===== src/rtl/fpd_pkg.sv =====
`timescale 1ns/1ps
package fpd_pkg;
  localparam int unsigned OPC_W = 8;
  localparam logic [OPC_W-1:0] OPC_RELEASE = 8'hAB;
  localparam logic [OPC_W-1:0] OPC_DEEP_PD = 8'hB9;
  localparam logic [OPC_W-1:0] OPC_CLR_FAIL = 8'h30;

  typedef enum logic [2:0] {
    ST_IDLE,
    ST_OPC,
    ST_DUMMY,
    ST_SIG,
    ST_SKIP
  } cmd_state_e;
endpackage


===== src/rtl/fpd_pin_sync.sv =====
`timescale 1ns/1ps
module fpd_pin_sync #(
  parameter int unsigned STAGES = 2
) (
  input  logic clk,
  input  logic rst_n,
  input  logic cs_n_pin,
  input  logic sck_pin,
  input  logic si_pin,
  output logic cs_s,
  output logic si_s,
  output logic cs_rise,
  output logic sck_rise,
  output logic sck_fall
);
  localparam int unsigned NPIN = 3;

  logic [NPIN-1:0] pins;
  logic [NPIN-1:0] stage_q [STAGES];
  logic            cs_d_q;
  logic            sck_d_q;
  logic [NPIN-1:0] synced;

  assign pins = {cs_n_pin, sck_pin, si_pin};

  for (genvar g = 0; g < STAGES; g++) begin : g_stage
    if (g == 0) begin : g_first
      always_ff @(posedge clk or negedge rst_n) begin
        if (!rst_n) stage_q[g] <= '1;
        else        stage_q[g] <= pins;
      end
    end else begin : g_next
      always_ff @(posedge clk or negedge rst_n) begin
        if (!rst_n) stage_q[g] <= '1;
        else        stage_q[g] <= stage_q[g-1];
      end
    end
  end

  assign synced = stage_q[STAGES-1];

  always_ff @(posedge clk or negedge rst_n) begin
    if (!rst_n) begin
      cs_d_q  <= 1'b1;
      sck_d_q <= 1'b1;
    end else begin
      cs_d_q  <= synced[2];
      sck_d_q <= synced[1];
    end
  end

  assign cs_s     = synced[2];
  assign si_s     = synced[0];
  assign cs_rise  = synced[2] & ~cs_d_q;
  assign sck_rise = synced[1] & ~sck_d_q;
  assign sck_fall = ~synced[1] & sck_d_q;
endmodule


===== src/rtl/fpd_cmd_engine.sv =====
`timescale 1ns/1ps
module fpd_cmd_engine
  import fpd_pkg::*;
#(
  parameter int unsigned DUMMY_BYTES = 3,
  parameter int unsigned SIG_W       = 8
) (
  input  logic             clk,
  input  logic             rst_n,
  input  logic             cs_s,
  input  logic             si_s,
  input  logic             cs_rise,
  input  logic             sck_rise,
  input  logic             sck_fall,
  input  logic             busy_i,
  input  logic             pd_i,
  input  logic [SIG_W-1:0] sig_i,
  output logic             so_o,
  output logic             so_en_o,
  output logic             clr_fail_o,
  output logic             enter_pd_o,
  output logic             wake_req_o
);
  localparam int unsigned DUMMY_BITS = DUMMY_BYTES * 8;
  localparam int unsigned MAX_BITS   = (DUMMY_BITS > OPC_W) ? DUMMY_BITS : OPC_W;
  localparam int unsigned CNT_W      = $clog2(MAX_BITS);
  localparam int unsigned IDX_W      = (SIG_W > 1) ? $clog2(SIG_W) : 1;
  localparam logic [CNT_W-1:0] OPC_LAST   = CNT_W'(OPC_W - 1);
  localparam logic [CNT_W-1:0] DUMMY_LAST = CNT_W'(DUMMY_BITS - 1);
  localparam logic [IDX_W-1:0] IDX_TOP    = IDX_W'(SIG_W - 1);

  cmd_state_e       state_q, state_d;
  logic [CNT_W-1:0] bit_q, bit_d;
  logic [OPC_W-1:0] sh_q, sh_d;
  logic [IDX_W-1:0] idx_q, idx_d;
  logic             so_q, so_d;
  logic             oe_q, oe_d;
  logic             dp_arm_q, dp_arm_d;
  logic             res_arm_q, res_arm_d;
  logic             clr_d;
  logic [OPC_W-1:0] opc_full;

  assign opc_full = {sh_q[OPC_W-2:0], si_s};

  always_comb begin
    state_d   = state_q;
    bit_d     = bit_q;
    sh_d      = sh_q;
    idx_d     = idx_q;
    so_d      = so_q;
    oe_d      = oe_q;
    dp_arm_d  = dp_arm_q;
    res_arm_d = res_arm_q;
    clr_d     = 1'b0;
    if (cs_s) begin
      state_d   = ST_IDLE;
      bit_d     = '0;
      oe_d      = 1'b0;
      dp_arm_d  = 1'b0;
      res_arm_d = 1'b0;
    end else begin
      unique case (state_q)
        ST_IDLE: begin
          state_d = ST_OPC;
          bit_d   = '0;
        end
        ST_OPC: begin
          if (sck_rise) begin
            sh_d = opc_full;
            if (bit_q == OPC_LAST) begin
              bit_d   = '0;
              state_d = ST_SKIP;
              if (!busy_i) begin
                if (opc_full == OPC_RELEASE) begin
                  state_d   = ST_DUMMY;
                  res_arm_d = 1'b1;
                end else if (!pd_i) begin
                  if (opc_full == OPC_DEEP_PD)       dp_arm_d = 1'b1;
                  else if (opc_full == OPC_CLR_FAIL) clr_d    = 1'b1;
                end
              end
            end else begin
              bit_d = bit_q + 1'b1;
            end
          end
        end
        ST_DUMMY: begin
          if (sck_rise) begin
            if (bit_q == DUMMY_LAST) begin
              bit_d   = '0;
              idx_d   = IDX_TOP;
              state_d = ST_SIG;
            end else begin
              bit_d = bit_q + 1'b1;
            end
          end
        end
        ST_SIG: begin
          if (sck_fall) begin
            so_d  = sig_i[idx_q];
            oe_d  = 1'b1;
            idx_d = (idx_q == '0) ? IDX_TOP : idx_q - 1'b1;
          end
        end
        default: begin
          state_d = state_q;
        end
      endcase
    end
  end

  always_ff @(posedge clk or negedge rst_n) begin
    if (!rst_n) begin
      state_q   <= ST_IDLE;
      bit_q     <= '0;
      sh_q      <= '0;
      idx_q     <= '0;
      so_q      <= 1'b0;
      oe_q      <= 1'b0;
      dp_arm_q  <= 1'b0;
      res_arm_q <= 1'b0;
      clr_fail_o <= 1'b0;
    end else begin
      state_q   <= state_d;
      bit_q     <= bit_d;
      sh_q      <= sh_d;
      idx_q     <= idx_d;
      so_q      <= so_d;
      oe_q      <= oe_d;
      dp_arm_q  <= dp_arm_d;
      res_arm_q <= res_arm_d;
      clr_fail_o <= clr_d;
    end
  end

  assign so_o       = so_q;
  assign so_en_o    = oe_q;
  assign enter_pd_o = cs_rise & dp_arm_q;
  assign wake_req_o = cs_rise & res_arm_q;


  oe_only_in_sig_chk: assert property (@(posedge clk) disable iff (!rst_n)
    oe_q |-> (state_q == ST_SIG));


  busy_blocks_arm_chk: assert property (@(posedge clk) disable iff (!rst_n)
    (!cs_s && state_q == ST_OPC && sck_rise && bit_q == OPC_LAST && busy_i)
      |=> (!dp_arm_q && !res_arm_q && !clr_fail_o));


  abort_no_commit_chk: assert property (@(posedge clk) disable iff (!rst_n)
    (cs_rise && state_q == ST_OPC) |-> (!enter_pd_o && !wake_req_o));
endmodule


===== src/rtl/fpd_power_ctl.sv =====
`timescale 1ns/1ps
module fpd_power_ctl #(
  parameter int unsigned WAKE_CYC = 40
) (
  input  logic clk,
  input  logic rst_n,
  input  logic enter_pd_i,
  input  logic wake_req_i,
  output logic pd_o,
  output logic waking_o,
  output logic done_o
);
  localparam int unsigned CW = $clog2(WAKE_CYC + 1);
  localparam logic [CW-1:0] LOAD = CW'(WAKE_CYC);
  localparam logic [CW-1:0] ONE  = CW'(1);

  logic          pd_q, pd_d;
  logic          wake_q, wake_d;
  logic [CW-1:0] cnt_q, cnt_d;
  logic          done_q, done_d;

  always_comb begin
    pd_d   = pd_q;
    wake_d = wake_q;
    cnt_d  = cnt_q;
    done_d = 1'b0;
    if (wake_q) begin
      if (cnt_q <= ONE) begin
        pd_d   = 1'b0;
        wake_d = 1'b0;
        cnt_d  = '0;
        done_d = 1'b1;
      end else begin
        cnt_d = cnt_q - 1'b1;
      end
    end else if (pd_q && wake_req_i) begin
      wake_d = 1'b1;
      cnt_d  = LOAD;
    end else if (!pd_q && enter_pd_i) begin
      pd_d = 1'b1;
    end
  end

  always_ff @(posedge clk or negedge rst_n) begin
    if (!rst_n) begin
      pd_q   <= 1'b0;
      wake_q <= 1'b0;
      cnt_q  <= '0;
      done_q <= 1'b0;
    end else begin
      pd_q   <= pd_d;
      wake_q <= wake_d;
      cnt_q  <= cnt_d;
      done_q <= done_d;
    end
  end

  assign pd_o     = pd_q;
  assign waking_o = wake_q;
  assign done_o   = done_q;


  pd_entry_cause_chk: assert property (@(posedge clk) disable iff (!rst_n)
    $rose(pd_q) |-> $past(enter_pd_i));


  pd_exit_with_done_chk: assert property (@(posedge clk) disable iff (!rst_n)
    $fell(pd_q) |-> done_q);


  wake_holds_pd_chk: assert property (@(posedge clk) disable iff (!rst_n)
    wake_q |-> pd_q);
endmodule


===== src/rtl/fpd_fail_flags.sv =====
`timescale 1ns/1ps
module fpd_fail_flags (
  input  logic clk,
  input  logic rst_n,
  input  logic clr_i,
  input  logic erase_set_i,
  input  logic prog_set_i,
  output logic erase_fail_o,
  output logic prog_fail_o
);
  logic efail_q, efail_d;
  logic pfail_q, pfail_d;

  always_comb begin
    efail_d = efail_q | erase_set_i;
    pfail_d = pfail_q | prog_set_i;
    if (clr_i) begin
      efail_d = 1'b0;
      pfail_d = 1'b0;
    end
  end

  always_ff @(posedge clk or negedge rst_n) begin
    if (!rst_n) begin
      efail_q <= 1'b0;
      pfail_q <= 1'b0;
    end else begin
      efail_q <= efail_d;
      pfail_q <= pfail_d;
    end
  end

  assign erase_fail_o = efail_q;
  assign prog_fail_o  = pfail_q;


  efail_clear_cause_chk: assert property (@(posedge clk) disable iff (!rst_n)
    $fell(efail_q) |-> $past(clr_i));


  pfail_clear_cause_chk: assert property (@(posedge clk) disable iff (!rst_n)
    $fell(pfail_q) |-> $past(clr_i));
endmodule


===== src/rtl/flash_pd_sig_responder.sv =====
`timescale 1ns/1ps
module flash_pd_sig_responder #(
  parameter int unsigned SYNC_STAGES = 2,
  parameter int unsigned DUMMY_BYTES = 3,
  parameter int unsigned SIG_W       = 8,
  parameter int unsigned WAKE_CYC    = 40
) (
  input  logic             clk,
  input  logic             rst_n,
  input  logic             spi_cs_n,
  input  logic             spi_sck,
  input  logic             spi_si,
  output logic             spi_so,
  output logic             spi_so_en,
  input  logic [SIG_W-1:0] sig_value,
  input  logic             busy_i,
  input  logic             wel_i,
  input  logic             erase_fail_set,
  input  logic             prog_fail_set,
  output logic [7:0]       status_o,
  output logic             power_down_o,
  output logic             wake_busy_o,
  output logic             wake_done_o
);
  logic [1:0] rst_sync_q;
  logic       rst_int_n;
  logic       cs_s, si_s, cs_rise, sck_rise, sck_fall;
  logic       clr_fail, enter_pd, wake_req, pd;
  logic       efail, pfail;

  always_ff @(posedge clk or negedge rst_n) begin
    if (!rst_n) rst_sync_q <= 2'b00;
    else        rst_sync_q <= {rst_sync_q[0], 1'b1};
  end
  assign rst_int_n = rst_sync_q[1];

  fpd_pin_sync #(.STAGES(SYNC_STAGES)) u_sync (
    .clk(clk), .rst_n(rst_int_n),
    .cs_n_pin(spi_cs_n), .sck_pin(spi_sck), .si_pin(spi_si),
    .cs_s(cs_s), .si_s(si_s), .cs_rise(cs_rise),
    .sck_rise(sck_rise), .sck_fall(sck_fall)
  );

  fpd_cmd_engine #(.DUMMY_BYTES(DUMMY_BYTES), .SIG_W(SIG_W)) u_cmd (
    .clk(clk), .rst_n(rst_int_n),
    .cs_s(cs_s), .si_s(si_s), .cs_rise(cs_rise),
    .sck_rise(sck_rise), .sck_fall(sck_fall),
    .busy_i(busy_i), .pd_i(pd), .sig_i(sig_value),
    .so_o(spi_so), .so_en_o(spi_so_en),
    .clr_fail_o(clr_fail), .enter_pd_o(enter_pd), .wake_req_o(wake_req)
  );

  fpd_power_ctl #(.WAKE_CYC(WAKE_CYC)) u_pwr (
    .clk(clk), .rst_n(rst_int_n),
    .enter_pd_i(enter_pd), .wake_req_i(wake_req),
    .pd_o(pd), .waking_o(wake_busy_o), .done_o(wake_done_o)
  );

  fpd_fail_flags u_flags (
    .clk(clk), .rst_n(rst_int_n),
    .clr_i(clr_fail), .erase_set_i(erase_fail_set), .prog_set_i(prog_fail_set),
    .erase_fail_o(efail), .prog_fail_o(pfail)
  );

  assign power_down_o = pd;
  assign status_o     = {1'b0, pfail, efail, 3'b000, wel_i, busy_i};


  so_quiet_cs_high_chk: assert property (@(posedge clk) disable iff (!rst_int_n)
    (cs_s && $past(cs_s)) |-> !spi_so_en);


  pd_filter_clr_chk: assert property (@(posedge clk) disable iff (!rst_int_n)
    (pd && $past(pd) && !$past(erase_fail_set) && !$past(prog_fail_set))
      |-> ($stable(efail) && $stable(pfail)));
endmodule


===== config.mk =====
export PLATFORM = sky130hd
export DESIGN_NAME = flash_pd_sig_responder
export DESIGN_NICKNAME = d
export VERILOG_FILES = /design/src/rtl/fpd_pkg.sv /design/src/rtl/fpd_pin_sync.sv /design/src/rtl/fpd_cmd_engine.sv /design/src/rtl/fpd_power_ctl.sv /design/src/rtl/fpd_fail_flags.sv /design/src/rtl/flash_pd_sig_responder.sv
export SDC_FILE = /design/constraint.sdc
export NUM_CORES = 1
export LEC_CHECK = 0
export BUFFER_PORTS_ARGS = -buffer_cell sky130_fd_sc_hd__buf_2
export CORE_MARGIN = 2
export CORE_UTILIZATION = 40
export DETAILED_ROUTE_END_ITERATION = 7
export PLACE_DENSITY = 0.69
export SYNTH_ARGS = -nofsm -noshare
export SYNTH_HDL_FRONTEND = slang
export SYNTH_SLANG_ARGS = --single-unit

===== constraint.sdc =====
create_clock -name clk -period 1.3 [get_ports clk]
set_clock_uncertainty 0.1 [all_clocks]
set_input_delay 0.26 -clock clk [delete_from_list [all_inputs] [get_ports clk]]
set_output_delay 0.26 -clock clk [all_outputs]
set_load 0.005 [all_outputs]

==> qor.csv, run 1 <==
stage,metric,value,unit
logic_synthesis,synth_flop_cell,dfrtp_1,
layout,num-fill-cells,412,
logic_synthesis,syn_inst,190,
setup_path,cp_data_arrival_time,2260,ps
layout,instances_no_fill,348,
setup_path,reg2reg_from,u_cmd.sh_q[1]$_DFFE_PN0P_,
floorplan,die-area,5910,µm²
min_path,hold_path.class,register to async pin,
power_and_ir_drop,leakage,1.43,nW
detailed_routing,drtPass1Iterations,4,
setup_path,cp_cell_sequence,"or4b_4, or4b_1, or4_4, nor4_4",
floorplan,num_rows,26,
power_and_ir_drop,power_density,1250,nW/µm²
setup_path,worstPathRequired,1420,ps
logic_synthesis,syn_area_per_cell,11.2,µm²
global_routing,grt_overflow,0,
sta,fin_ws,-841,ps
placement,placed_cell_area,2740,µm²
layout,final_area,3200,µm²
setup_path,reg2regPathDepth,4,
detailed_routing,post_drt_wl_per_cell,13.9,µm
layout,antennaDiodeCount,0,
sta,period_minus_slack,2140,ps
floorplan,die_h,76.9,µm
placement,dpl.hpwl,3.03,mm
flow_run,maxCapViolations,0,
cts,cts.sinks,44,
global_routing,grt_first_pass_wirelength,7.80,mm
logic_synthesis,synthArstFlopShare,100,%
detailed_routing,ant_nets,0,
layout,synthToLayoutAreaGrowth,50.3,%
layout,final-seq-area,1110,µm²
floorplan,start_util,41.6,%
sta,hold_viol,0,
power_and_ir_drop,peakVddDrop,0.000793,V
detailed_routing,wirelength,4.82,mm
setup_path,slowest_stage,or4b_4,
setup_path,reg2reg_slack,-840,ps
cts,cts_tree,built,
cts,cts_buffers,5,
sta,finalCritPeriodShare,165,%
layout,layout-drive-gt1-share,57.6,%
detailed_routing,drt_iter0_drc,58,
cts,clk_latency,300,ps
setup_path,cpPeakStageDelay,540,ps
run_status,violations,setup timing,
setup_path,crit_type,register to register,
global_routing,grt_usage,16.7,%
floorplan,die_w,76.9,µm
cts,clk_pin_slew,90,ps
cts,clockBufferDepth,2,
logic_synthesis,ys_seq_elements,44,
logic_synthesis,ys_types,52,
setup_path,endpoint_kind,register,
floorplan,core,5110,µm²
global_routing,antenna_found_initial,0,
sta,setup_viol_count_final,34,
placement,dp.cells,326,
setup_path,start_kind,register,
setup_path,worstPathMaxFanout,2,
logic_synthesis,synth_warnings,0,
detailed_routing,drt-vias-per-instance,5.00,
logic_synthesis,synth_edf_count,0,
detailed_routing,route.detailed.drc,0,
global_routing,grt_max_degree,19,
detailed_routing,vias,1741,
sta,rsz0062_at_grt,true,
cts,h-tree-depth,2,
layout,multi_input_area,1160,µm²
setup_path,r2r_end,u_cmd.clr_fail_o$_DFF_PN0_,
floorplan,pin_count,30,
sta,fmax,467,MHz
logic_synthesis,netlist_area,2130,µm²
placement,io_buffers,23,
sta,finalMaxSlewViolations,0,
cts,ctsRootBufferMaster,clkbuf_8,
placement,place_congestion,0.792,
logic_synthesis,yosysSeqAreaShare,52.3,%
global_routing,grt_pass1_vias,1727,
layout,final_nets,299,
run_status,status,finished with violations,
## sequential cells by signal, indices dropped and copies added, names as in the netlist, 2 cells and up
signal,flops
u_pwr.cnt_q,6
u_sync.stage_q,3
rst_sync_q,2
u_cmd.state_q,3
u_cmd.sh_q,7
u_cmd.bit_q,5
u_cmd.idx_q,3
u_sync.synced,3
## cell usage in the layout, fill, tap and decap left out, drive strengths merged, types with 2 or more instances in the layout
| master | synthesis | routed |
|---|---|---|
| buf | 9 | 85 |
| dfrtp | 36 | 36 |
| inv | 16 | 16 |
| nand2 | 14 | 14 |
| nor2 | 13 | 13 |
| o21ai | 11 | 11 |
| dfstp | 8 | 8 |
| mux2 | 7 | 7 |
| a21oi | 7 | 7 |
| clkbuf | 3 | 6 |
| nand3 | 6 | 6 |
| conb | 2 | 5 |
| ha | 5 | 5 |
| mux2i | 4 | 4 |
| dlygate4sd3 | 0 | 4 |
| or4b | 4 | 4 |
| a31oi | 4 | 4 |
| nor4 | 3 | 3 |
| nor3 | 3 | 3 |
| nand2b | 3 | 3 |
| nor2b | 2 | 2 |
| nand3b | 2 | 2 |
| mux4 | 2 | 2 |
| xnor2 | 2 | 2 |
| a2bb2oi | 2 | 2 |
| clkinvlp | 0 | 2 |
| or4 | 2 | 2 |
| nor4b | 2 | 2 |
| o22ai | 2 | 2 |
## layer usage
metal  part of all wire (%)  routed length [µm]  up-vias  GRT usage (%)
li1                       -                   -      825              -
met2                     52                2520       46           28.3
met3                    4.4                 210        8           4.47
met4                    1.2                  60        0           6.55
met5                      0                   0        -              0
met1                     42                2030      862           20.1
## synthesized netlist by cell type (all sizes together), types with 2 or more instances
cell / number / area (µm²)
a21oi: 7 / 35.0
a2bb2oi: 2 / 17.5
a31oi: 4 / 25.0
buf: 9 / 71.3
clkbuf: 3 / 11.3
conb: 2 / 7.51
dfrtp: 36 / 901
dfstp: 8 / 210
ha: 5 / 62.6
inv: 16 / 60.1
mux2: 7 / 78.8
mux2i: 4 / 40.0
mux4: 2 / 45.0
nand2: 14 / 52.6
nand2b: 3 / 18.8
nand3: 6 / 42.5
nand3b: 2 / 15.0
nor2: 13 / 56.3
nor2b: 2 / 20.0
nor3: 3 / 15.0
nor4: 3 / 33.8
nor4b: 2 / 17.5
o21ai: 11 / 55.1
o22ai: 2 / 18.8
or4: 2 / 18.8
or4b: 4 / 40.0
xnor2: 2 / 17.5
## where the power goes
| group | switching [mW] | internal [mW] |
|---|---|---|
| Combinational | 0.579 | 0.774 |
| Sequential | 0.169 | 1.56 |
| Clock | 0.474 | 0.430 |
## critical path: cells and delay by family, from the launching register on
kind	cells	cell delay, ps
simple gates	4	1590
flops	1	380
## how the worst max path moves through the flow
stage,start,endpoint,slack [ps],depth (start not counted)
6_report,u_cmd.sh_q[1]$_DFFE_PN0P_,u_cmd.clr_fail_o$_DFF_PN0_,-840,4
5_1_grt,u_cmd.sh_q[1]$_DFFE_PN0P_,u_cmd.clr_fail_o$_DFF_PN0_,-900,4
4_1_cts,u_cmd.sh_q[1]$_DFFE_PN0P_,u_cmd.clr_fail_o$_DFF_PN0_,-850,4
3_5_place_dp,u_cmd.sh_q[1]$_DFFE_PN0P_,u_cmd.clr_fail_o$_DFF_PN0_,-850,4
3_3_place_gp,u_cmd.sh_q[1]$_DFFE_PN0P_,u_cmd.clr_fail_o$_DFF_PN0_,-820,4
2_1_floorplan,u_cmd.sh_q[1]$_DFFE_PN0P_,u_cmd.clr_fail_o$_DFF_PN0_,-800,4
## cell families (layout without fill, tap and decap cells)
logic type / Yosys count / after routing / synth area share, %
and+or+nand+nor: 60 / 60 / 17.8
xor gates and xnor gates: 3 / 3 / 1.24
adders and majority gates: 5 / 5 / 2.94
buffers and inverters: 28 / 113 / 6.71
other: 2 / 5 / 0.353
muxes: 13 / 13 / 7.71
DFF: 44 / 44 / 52.3
AOI/OAI and AO/OA: 35 / 35 / 11.0
## final cells by class
type	count	area share (%)
clock buffers	6	2.58
inverters	16	1.88
multi-input cells	121	36.2
flip-flops and latches	44	34.8
well taps	70	2.74
clock inverters	2	0.470
repair buffers	89	21.3
## what timing repair did
item,CTS,global route
gates cloned,0,0
setup buffers,7,4
hold buffers,4,0
gates resized for setup,26,31
endpoints found under the hold margin,5,0
pin swaps,12,11
setup endpoints to repair,34,34
## per-stage QoR
stage | worst slack (ps) | hold WS (ps) | power, mW | utilization (%) | TNS (ps)
floorplan | -798 | -136 | 2.21 | - | -5960
global placement | -823 | -55.7 | 2.64 | 53.7 | -8960
detailed placement | -853 | -53.7 | 2.67 | 53.7 | -9420
CTS | -847 | 46.4 | 3.78 | 59.6 | -9220
global route | -900 | 62.3 | 4.22 | 62.6 | -12330
finish | -841 | 37.0 | 3.99 | 62.6 | -9910
(Power assumes the default switching activity.)
==> run 2, diff against run 1 <==
--- a/config.mk
+++ b/config.mk
@@ -12,4 +12,5 @@
 export PLACE_DENSITY = 0.69
 export SYNTH_ARGS = -nofsm -noshare
 export SYNTH_HDL_FRONTEND = slang
+export SYNTH_HIERARCHICAL = 1
 export SYNTH_SLANG_ARGS = --single-unit
==> run 2 against run 1 <==
  * The flow still finishes with violations (setup timing)
  * Clock power shrank 0.4%
  * Critical path depth decreased by 1
  * Total power shrank 31%
  * Combinational power fell by 74%
  * Critical endpoint is now u_pwr/cnt_q[5]$_DFFE_PN0P_
  * Largest cell class is now registers
==> qor.csv, run 2 <==
stage,metric,value,unit,change
run_status,status,finished with violations,,unchanged
run_status,violations,setup timing,,unchanged
logic_synthesis,yosysSeqAreaShare,50.7,%,was 52.3%
logic_synthesis,synth_warnings,6,,was 0
floorplan,num_rows,26,,unchanged
sta,rsz0062_at_grt,true,,unchanged
logic_synthesis,synth_top_area_share,41.1,%,was 42.4%
detailed_routing,vias,1824,,was 1741
logic_synthesis,synth_flop_cell,dfrtp_1,,unchanged
layout,layout-drive-gt1-share,46.9,%,was 57.6%
setup_path,worstPathMaxFanout,2,,unchanged
power_and_ir_drop,finalPower,2.74,mW,was 3.99 mW
flow_run,maxCapViolations,0,,unchanged
logic_synthesis,syn_area_per_cell,10.5,µm²,was 11.2 µm²
detailed_routing,drt-vias-per-instance,5.07,,was 5.00
layout,instances_no_fill,360,,was 348
power_and_ir_drop,leakage,1.39,nW,was 1.43 nW
global_routing,grt_first_pass_wirelength,8.27,mm,was 7.80 mm
logic_synthesis,ys_types,56,,was 52
layout,final_common_cell,buf_4,,unchanged
min_path,hold_path.class,input port to register,,was register to async pin
layout,largest-register,u_cmd/sh_q,,was u_cmd.sh_q
logic_synthesis,netlist_area,2190,µm²,was 2130 µm²
layout,final_cell_mix,"buf_4 (48), dfrtp_1 (35), nand2_1 (25), buf_2 (21)",,"was buf_4 (51), dfrtp_1 (34), buf_2 (22), inv_1 (13)"
detailed_routing,post_drt_wl_per_cell,13.9,µm,about the same
logic_synthesis,synth_commonest_cells,"dfrtp_1 (36), nand2_1 (27), o21ai_0 (14)",,"was dfrtp_1 (36), inv_1 (16), nand2_1 (14)"
cts,clockBufferDepth,2,,unchanged
detailed_routing,wirelength,5.00,mm,was 4.82 mm
logic_synthesis,synthTopCellsByArea,"dfrtp_1 (41%), dfstp_2 (9.6%), nand2_1 (4.6%)",,"was dfrtp_1 (42%), dfstp_2 (9.9%), ha_1 (2.9%)"
floorplan,die-area,6090,µm²,was 5910 µm²
setup_path,crit_type,register to register,,unchanged
floorplan,die_w,78.0,µm,was 76.9 µm
layout,biggestRegsByFlops,"u_cmd/sh_q: 7 flops, u_pwr/cnt_q: 6 flops, u_cmd/bit_q: 5 flops",,"was u_cmd.sh_q: 7 flops, u_pwr.cnt_q: 6 flops, u_cmd.bit_q: 5 flops"
logic_synthesis,synth_edf_count,0,,unchanged
setup_path,cp_cell_sequence,"or4_4, or4_4, o211ai_1",,"was or4b_4, or4b_1, or4_4, nor4_4"
layout,num-fill-cells,434,,was 412
global_routing,antenna_found_initial,0,,unchanged
sta,tns,-10030,ps,was -9910 ps
placement,dp.cells,341,,was 326
layout,final_core_util,59.0,%,was 62.6%
sta,hold_viol,0,,unchanged
cts,ctsRootBufferMaster,clkbuf_8,,unchanged
layout,synthToLayoutAreaGrowth,40.0,%,was 50.3%
detailed_routing,drtPass1Iterations,4,,unchanged
logic_synthesis,synth.most_common_cell,dfrtp_1,,unchanged
floorplan,start_util,42.1,%,was 41.6%
power_and_ir_drop,peakVddDrop,0.000708,V,was 0.000793 V
floorplan,core,5200,µm²,was 5110 µm²
floorplan,die_h,78.0,µm,was 76.9 µm
setup_path,cp_data_arrival_time,1920,ps,was 2260 ps
sta,fmax,557,MHz,was 467 MHz
detailed_routing,ant_nets,0,,unchanged
sta,finalMaxSlewViolations,0,,unchanged
setup_path,endpoint_kind,register,,unchanged
sta,setup_viol_count_final,32,,was 34
layout,antennaDiodeCount,0,,unchanged
setup_path,worstPathRequired,1420,ps,about the same
logic_synthesis,ys_seq_elements,44,,unchanged
cts,h-tree-depth,2,,unchanged
detailed_routing,route.detailed.drc,0,,unchanged
setup_path,start_kind,register,,unchanged
setup_path,cpPeakStageDelay,550,ps,was 540 ps
logic_synthesis,synth_top_cell_by_area,dfrtp_1,,unchanged
global_routing,grt_overflow,0,,unchanged
layout,final_nets,311,,was 299
setup_path,crit_path_frequent_cell,or4_4,,
cts,cts_buffers,5,,unchanged
cts,cts_tree,built,,unchanged
global_routing,grt_max_degree,24,,was 19
global_routing,grt_pass1_vias,1908,,was 1727
cts,cts.sinks,44,,unchanged
setup_path,slowest_stage,or4_4,,was or4b_4
global_routing,grt_usage,17.1,%,was 16.7%
placement,io_buffers,23,,unchanged
sta,fin_ws,-496,ps,was -841 ps
logic_synthesis,synthArstFlopShare,100,%,unchanged
placement,place_congestion,0.824,,was 0.792
sta,period_minus_slack,1800,ps,was 2140 ps
placement,dpl.hpwl,3.41,mm,was 3.03 mm
cts,clk_pin_slew,80,ps,was 90 ps
sta,finalCritPeriodShare,138,%,was 165%
logic_synthesis,syn_inst,209,,was 190
power_and_ir_drop,power_density,892,nW/µm²,was 1250 nW/µm²
cts,clk_latency,300,ps,about the same
detailed_routing,drt_iter0_drc,90,,was 58
floorplan,pin_count,30,,unchanged
layout,largest_reg_flops,7,,unchanged
==> run 2: repair_timing <==
action,4_1_cts,5_1_grt
cloned,0,0
gates resized for setup,25,24
setup endpoints to repair,33,34
endpoints found under the hold margin,5,0
pin swaps,7,11
hold buffers,4,0
buffers inserted,3,5
==> run 2: where the power goes <==
group / total, mW / internal, mW / switching (mW)
Sequential: 1.49 / 1.44 / 0.0408
Clock: 0.900 / 0.432 / 0.468
Combinational: 0.354 / 0.180 / 0.174
Total: 2.74 / 2.06 / 0.682
==> run 2: cell type report <==
class                      count  area [µm²]  area share, %
timing repair buffer          83         622           20.3
sequential                    44        1110           36.2
inverter                      11        41.3           1.35
multi-input combinational    144        1110           36.2
tap                           70        87.6           2.85
clock inverter                 1        7.51          0.245
clock buffer                   7        86.3           2.81
==> run 2: logic make-up after synthesis <==
kind of cell / Yosys count / synth area share (%)
DFF: 44 / 50.7
xor gates and xnor gates: 4 / 1.60
muxes: 4 / 2.97
buffers and inverters: 24 / 6.51
and+or+nand+nor: 86 / 22.8
other: 2 / 0.343
AOI/OAI and AO/OA: 40 / 12.3
adders and majority gates: 5 / 2.85
==> run 2: stage by stage <==
step	hold slack [ps]	cell area, µm²	worst slack [ps]
floorplan	-136	2250	-430
global route	101	3070	-582
CTS	80.3	2950	-494
detailed placement	-53.9	2710	-479
global placement	-54.3	2710	-426
finish	83.0	3070	-496
==> run 2: path summary, 6_finish.rpt <==
| path | from | to | slack, ps | cells after the start |
|---|---|---|---|---|
| min in group asynchronous | rst_sync_q[1]$_DFF_PN0_ | u_cmd/bit_q[1]$_DFFE_PN0P_ | 130 | 1 |
| hold reg to reg | rst_sync_q[1]$_DFF_PN0_ | u_cmd/bit_q[1]$_DFFE_PN0P_ | 130 | 1 |
| setup reg to reg | u_pwr/cnt_q[2]$_DFFE_PN0P_ | u_pwr/cnt_q[5]$_DFFE_PN0P_ | -500 | 3 |
| hold / removal | erase_fail_set | u_flags/erase_fail_o$_DFF_PN0_ | 80 | 2 |
| max in group asynchronous | rst_sync_q[1]$_DFF_PN0_ | u_sync/synced[0]$_DFF_PN1_ | 670 | 1 |
| setup / recovery | u_pwr/cnt_q[2]$_DFFE_PN0P_ | u_pwr/cnt_q[5]$_DFFE_PN0P_ | -500 | 3 |
==> run 2: worst max-delay path: cells and delay by family, from the launching register on <==
| family | cells | cell delay (ps) |
|---|---|---|
| AND/OR/NAND/NOR | 2 | 1030 |
| flip-flops | 1 | 410 |
| AO/OA/AOI/OAI | 1 | 180 |
==> run 2: metal layers <==
metal / share of wire [%] / global-route usage, %
met1: 47 / 21.6
met2: 49 / 27.9
met3: 2.9 / 3.68
met4: 1.6 / 8.60
met5: 0 / 0
==> run 3, diff against run 2 <==
--- a/config.mk
+++ b/config.mk
@@ -8,6 +8,7 @@
 export BUFFER_PORTS_ARGS = -buffer_cell sky130_fd_sc_hd__buf_2
 export CORE_MARGIN = 2
 export CORE_UTILIZATION = 40
+export CTS_BUF_LIST = sky130_fd_sc_hd__clkbuf_4 sky130_fd_sc_hd__clkbuf_8 sky130_fd_sc_hd__clkbuf_16
 export DETAILED_ROUTE_END_ITERATION = 7
 export PLACE_DENSITY = 0.69
 export SYNTH_ARGS = -nofsm -noshare
==> run 3 against run 2 <==
  * The flow still finishes with violations (setup timing)
  * Clock power rose by 1%
  * Worst setup slack got worse by 11 ps
  * Final cell count unchanged
  * Non-clock buffer count is the same
  * Core utilization is 0.12 points higher
  * Sequential share of layout area shrank 0.074 points
  * Maximum frequency is 0.61% lower
  * Register-to-register slack about the same
  * Cell area up 0.20%
  * Worst hold slack improved by 5.5 ps
  * Global-route usage down 0.074 points
  * Sequential power barely moved
  * Critical endpoint unchanged
  * Largest power group unchanged
==> qor.csv, run 3 (same netlist as run 2, synthesis figures left out) <==
stage,metric,value,unit,change
cts,cts_buffers,5,,unchanged
layout,antennaDiodeCount,0,,unchanged
min_path,min_from,erase_fail_set,,unchanged
global_routing,grt_max_degree,24,,unchanged
setup_path,worstPathMaxFanout,2,,unchanged
power_and_ir_drop,internal_power,2.08,mW,was 2.06 mW
placement,dpl.hpwl,3.41,mm,unchanged
floorplan,pin_count,30,,unchanged
power_and_ir_drop,finalPower,2.76,mW,was 2.74 mW
power_and_ir_drop,peakVddDrop,0.000707,V,was 0.000708 V
global_routing,grt_first_pass_wirelength,8.27,mm,unchanged
sta,fmax,554,MHz,was 557 MHz
run_status,violations,setup timing,,unchanged
setup_path,crit_type,register to register,,unchanged
layout,final_cell_mix,"buf_4 (48), dfrtp_1 (35), nand2_1 (24), buf_2 (21)",,"was buf_4 (48), dfrtp_1 (35), nand2_1 (25), buf_2 (21)"
detailed_routing,vias,1840,,was 1824
detailed_routing,ant_nets,0,,unchanged
min_path,hold_path.class,input port to register,,unchanged
sta,finalCritPeriodShare,139,%,was 138%
flow_run,maxCapViolations,0,,unchanged
power_and_ir_drop,comb_power_share,12.9,%,about the same
power_and_ir_drop,power.switching,677,µW,was 682 µW
floorplan,die_h,78.0,µm,unchanged
power_and_ir_drop,swShare,24.6,%,was 24.9%
sta,period_minus_slack,1810,ps,was 1800 ps
global_routing,grt_overflow,0,,unchanged
detailed_routing,route.detailed.drc,0,,unchanged
layout,biggestRegsByFlops,"u_cmd/sh_q: 7 flops, u_pwr/cnt_q: 6 flops, u_cmd/bit_q: 5 flops",,unchanged
layout,largest_reg_flops,7,,unchanged
layout,largest-register,u_cmd/sh_q,,unchanged
detailed_routing,wirelength,5.02,mm,was 5.00 mm
layout,final_nets,311,,unchanged
floorplan,num_rows,26,,unchanged
detailed_routing,highest_layer,met4,,unchanged
sta,finalMaxSlewViolations,0,,unchanged
cts,h-tree-depth,2,,unchanged
power_and_ir_drop,pwr-share-clk,33.1,%,was 32.9%
run_status,status,finished with violations,,unchanged
placement,io_buffers,23,,unchanged
sta,hold_viol,0,,unchanged
detailed_routing,met1_length,2.30,mm,was 2.34 mm
layout,final_common_cell,buf_4,,unchanged
layout,instances_no_fill,360,,unchanged
power_and_ir_drop,power_density,896,nW/µm²,was 892 nW/µm²
placement,place_congestion,0.824,,unchanged
sta,tns,-10050,ps,was -10030 ps
floorplan,die-area,6090,µm²,unchanged
detailed_routing,post_drt_wl_per_cell,13.9,µm,about the same
sta,setup_viol_count_final,32,,unchanged
cts,clk_pin_slew,80,ps,about the same
detailed_routing,routed-wl-met2,2.48,mm,was 2.44 mm
floorplan,die_w,78.0,µm,unchanged
layout,synthToLayoutAreaGrowth,40.3,%,was 40.0%
cts,clk_latency,300,ps,about the same
setup_path,worstPathRequired,1420,ps,about the same
detailed_routing,drt-vias-per-instance,5.11,,was 5.07
sta,fin_ws,-507,ps,was -496 ps
detailed_routing,drtPass1Iterations,4,,unchanged
global_routing,grt_usage,17.0,%,was 17.1%
layout,final_core_util,59.1,%,was 59.0%
cts,cts.sinks,44,,unchanged
cts,ctsRootBufferMaster,clkbuf_8,,unchanged
layout,num-fill-cells,433,,was 434
detailed_routing,drt_iter0_drc,82,,was 90
cts,cts_tree,built,,unchanged
setup_path,cp_data_arrival_time,1920,ps,about the same
placement,dp.cells,341,,unchanged
detailed_routing,wl_met3,172,µm,was 145 µm
setup_path,crit_start,u_pwr/cnt_q[2]$_DFFE_PN0P_,,unchanged
floorplan,start_util,42.1,%,unchanged
power_and_ir_drop,leakage,1.39,nW,about the same
floorplan,core,5200,µm²,unchanged
global_routing,antenna_found_initial,0,,unchanged
setup_path,endpoint_kind,register,,unchanged
sta,rsz0062_at_grt,true,,unchanged
power_and_ir_drop,seqPwrFrac,53.9,%,was 54.2%
cts,clockBufferDepth,2,,unchanged
layout,layout-drive-gt1-share,47.6,%,was 46.9%
setup_path,start_kind,register,,unchanged
global_routing,grt_pass1_vias,1903,,was 1908
setup_path,reg2reg_from,u_pwr/cnt_q[2]$_DFFE_PN0P_,,unchanged
[run 3: cell types whose count changed in the layout (fill, tap and decap cells not counted)]
cell      change
clkbuf_1      -1
nand2_1       -1
clkbuf_4      +1
nand2_2       +1
[run 3: what timing repair did]
action | 4_1_cts | 5_1_grt
buffers inserted | 3 | 5
gates cloned | 0 | 0
hold buffers | 4 | 0
gates resized for setup | 25 | 25
endpoints found under the setup margin | 33 | 34
hold endpoints to repair | 5 | 0
pin swaps | 7 | 11
[run 3: final cells by class]
type                       instances  area, µm²  share of cell area, %
multi-input combinational        144       1110                   36.2
timing repair buffer              83        622                   20.2
tap                               70       87.6                   2.85
inverter                          11       41.3                   1.34
clock buffer                       7       90.1                   2.93
clock inverter                     1       7.51                  0.244
sequential                        44       1110                   36.2
[run 3: path summary, 6_finish.rpt]
kind | to | slack (ps) | cells past startpoint
min in group asynchronous | u_cmd/bit_q[1]$_DFFE_PN0P_ | 130 | 1
hold / removal | u_flags/erase_fail_o$_DFF_PN0_ | 90 | 2
hold reg to reg | u_cmd/bit_q[1]$_DFFE_PN0P_ | 130 | 1
setup / recovery | u_pwr/cnt_q[5]$_DFFE_PN0P_ | -510 | 3
setup reg to reg | u_pwr/cnt_q[5]$_DFFE_PN0P_ | -510 | 3
max in group asynchronous | u_sync/synced[0]$_DFF_PN1_ | 670 | 1
[run 3: power groups by stage]
stage                     clock [mW]  sequential, mW  combinational [mW]
after floorplan                    0            1.53               0.152
after detailed placement           0            1.51               0.319
after global routing           0.997            1.50               0.397
final                          0.913            1.49               0.357
after global placement             0            1.51               0.313
after CTS                      0.932            1.49               0.334
[run 3: stage by stage]
step           setup slack, ps  hold slack [ps]  cell area (µm²)
5_1_grt                   -582              100             3080
3_3_place_gp              -426            -54.3             2710
4_1_cts                   -494             85.0             2950
3_5_place_dp              -479            -53.9             2710
2_1_floorplan             -430             -136             2250
6_report                  -507             88.5             3080
[run 3: metal layers]
metal | up-vias | track usage, %
met5 | - | 0
li1 | 882 | -
met4 | 0 | 7.72
met3 | 7 | 3.68
met2 | 34 | 28.1
met1 | 917 | 21.6
[run 3: critical path: stages, from the launching register on]
cell,delay [ps]
dfrtp_1,410
or4_4,550
or4_4,480
o211ai_1,180
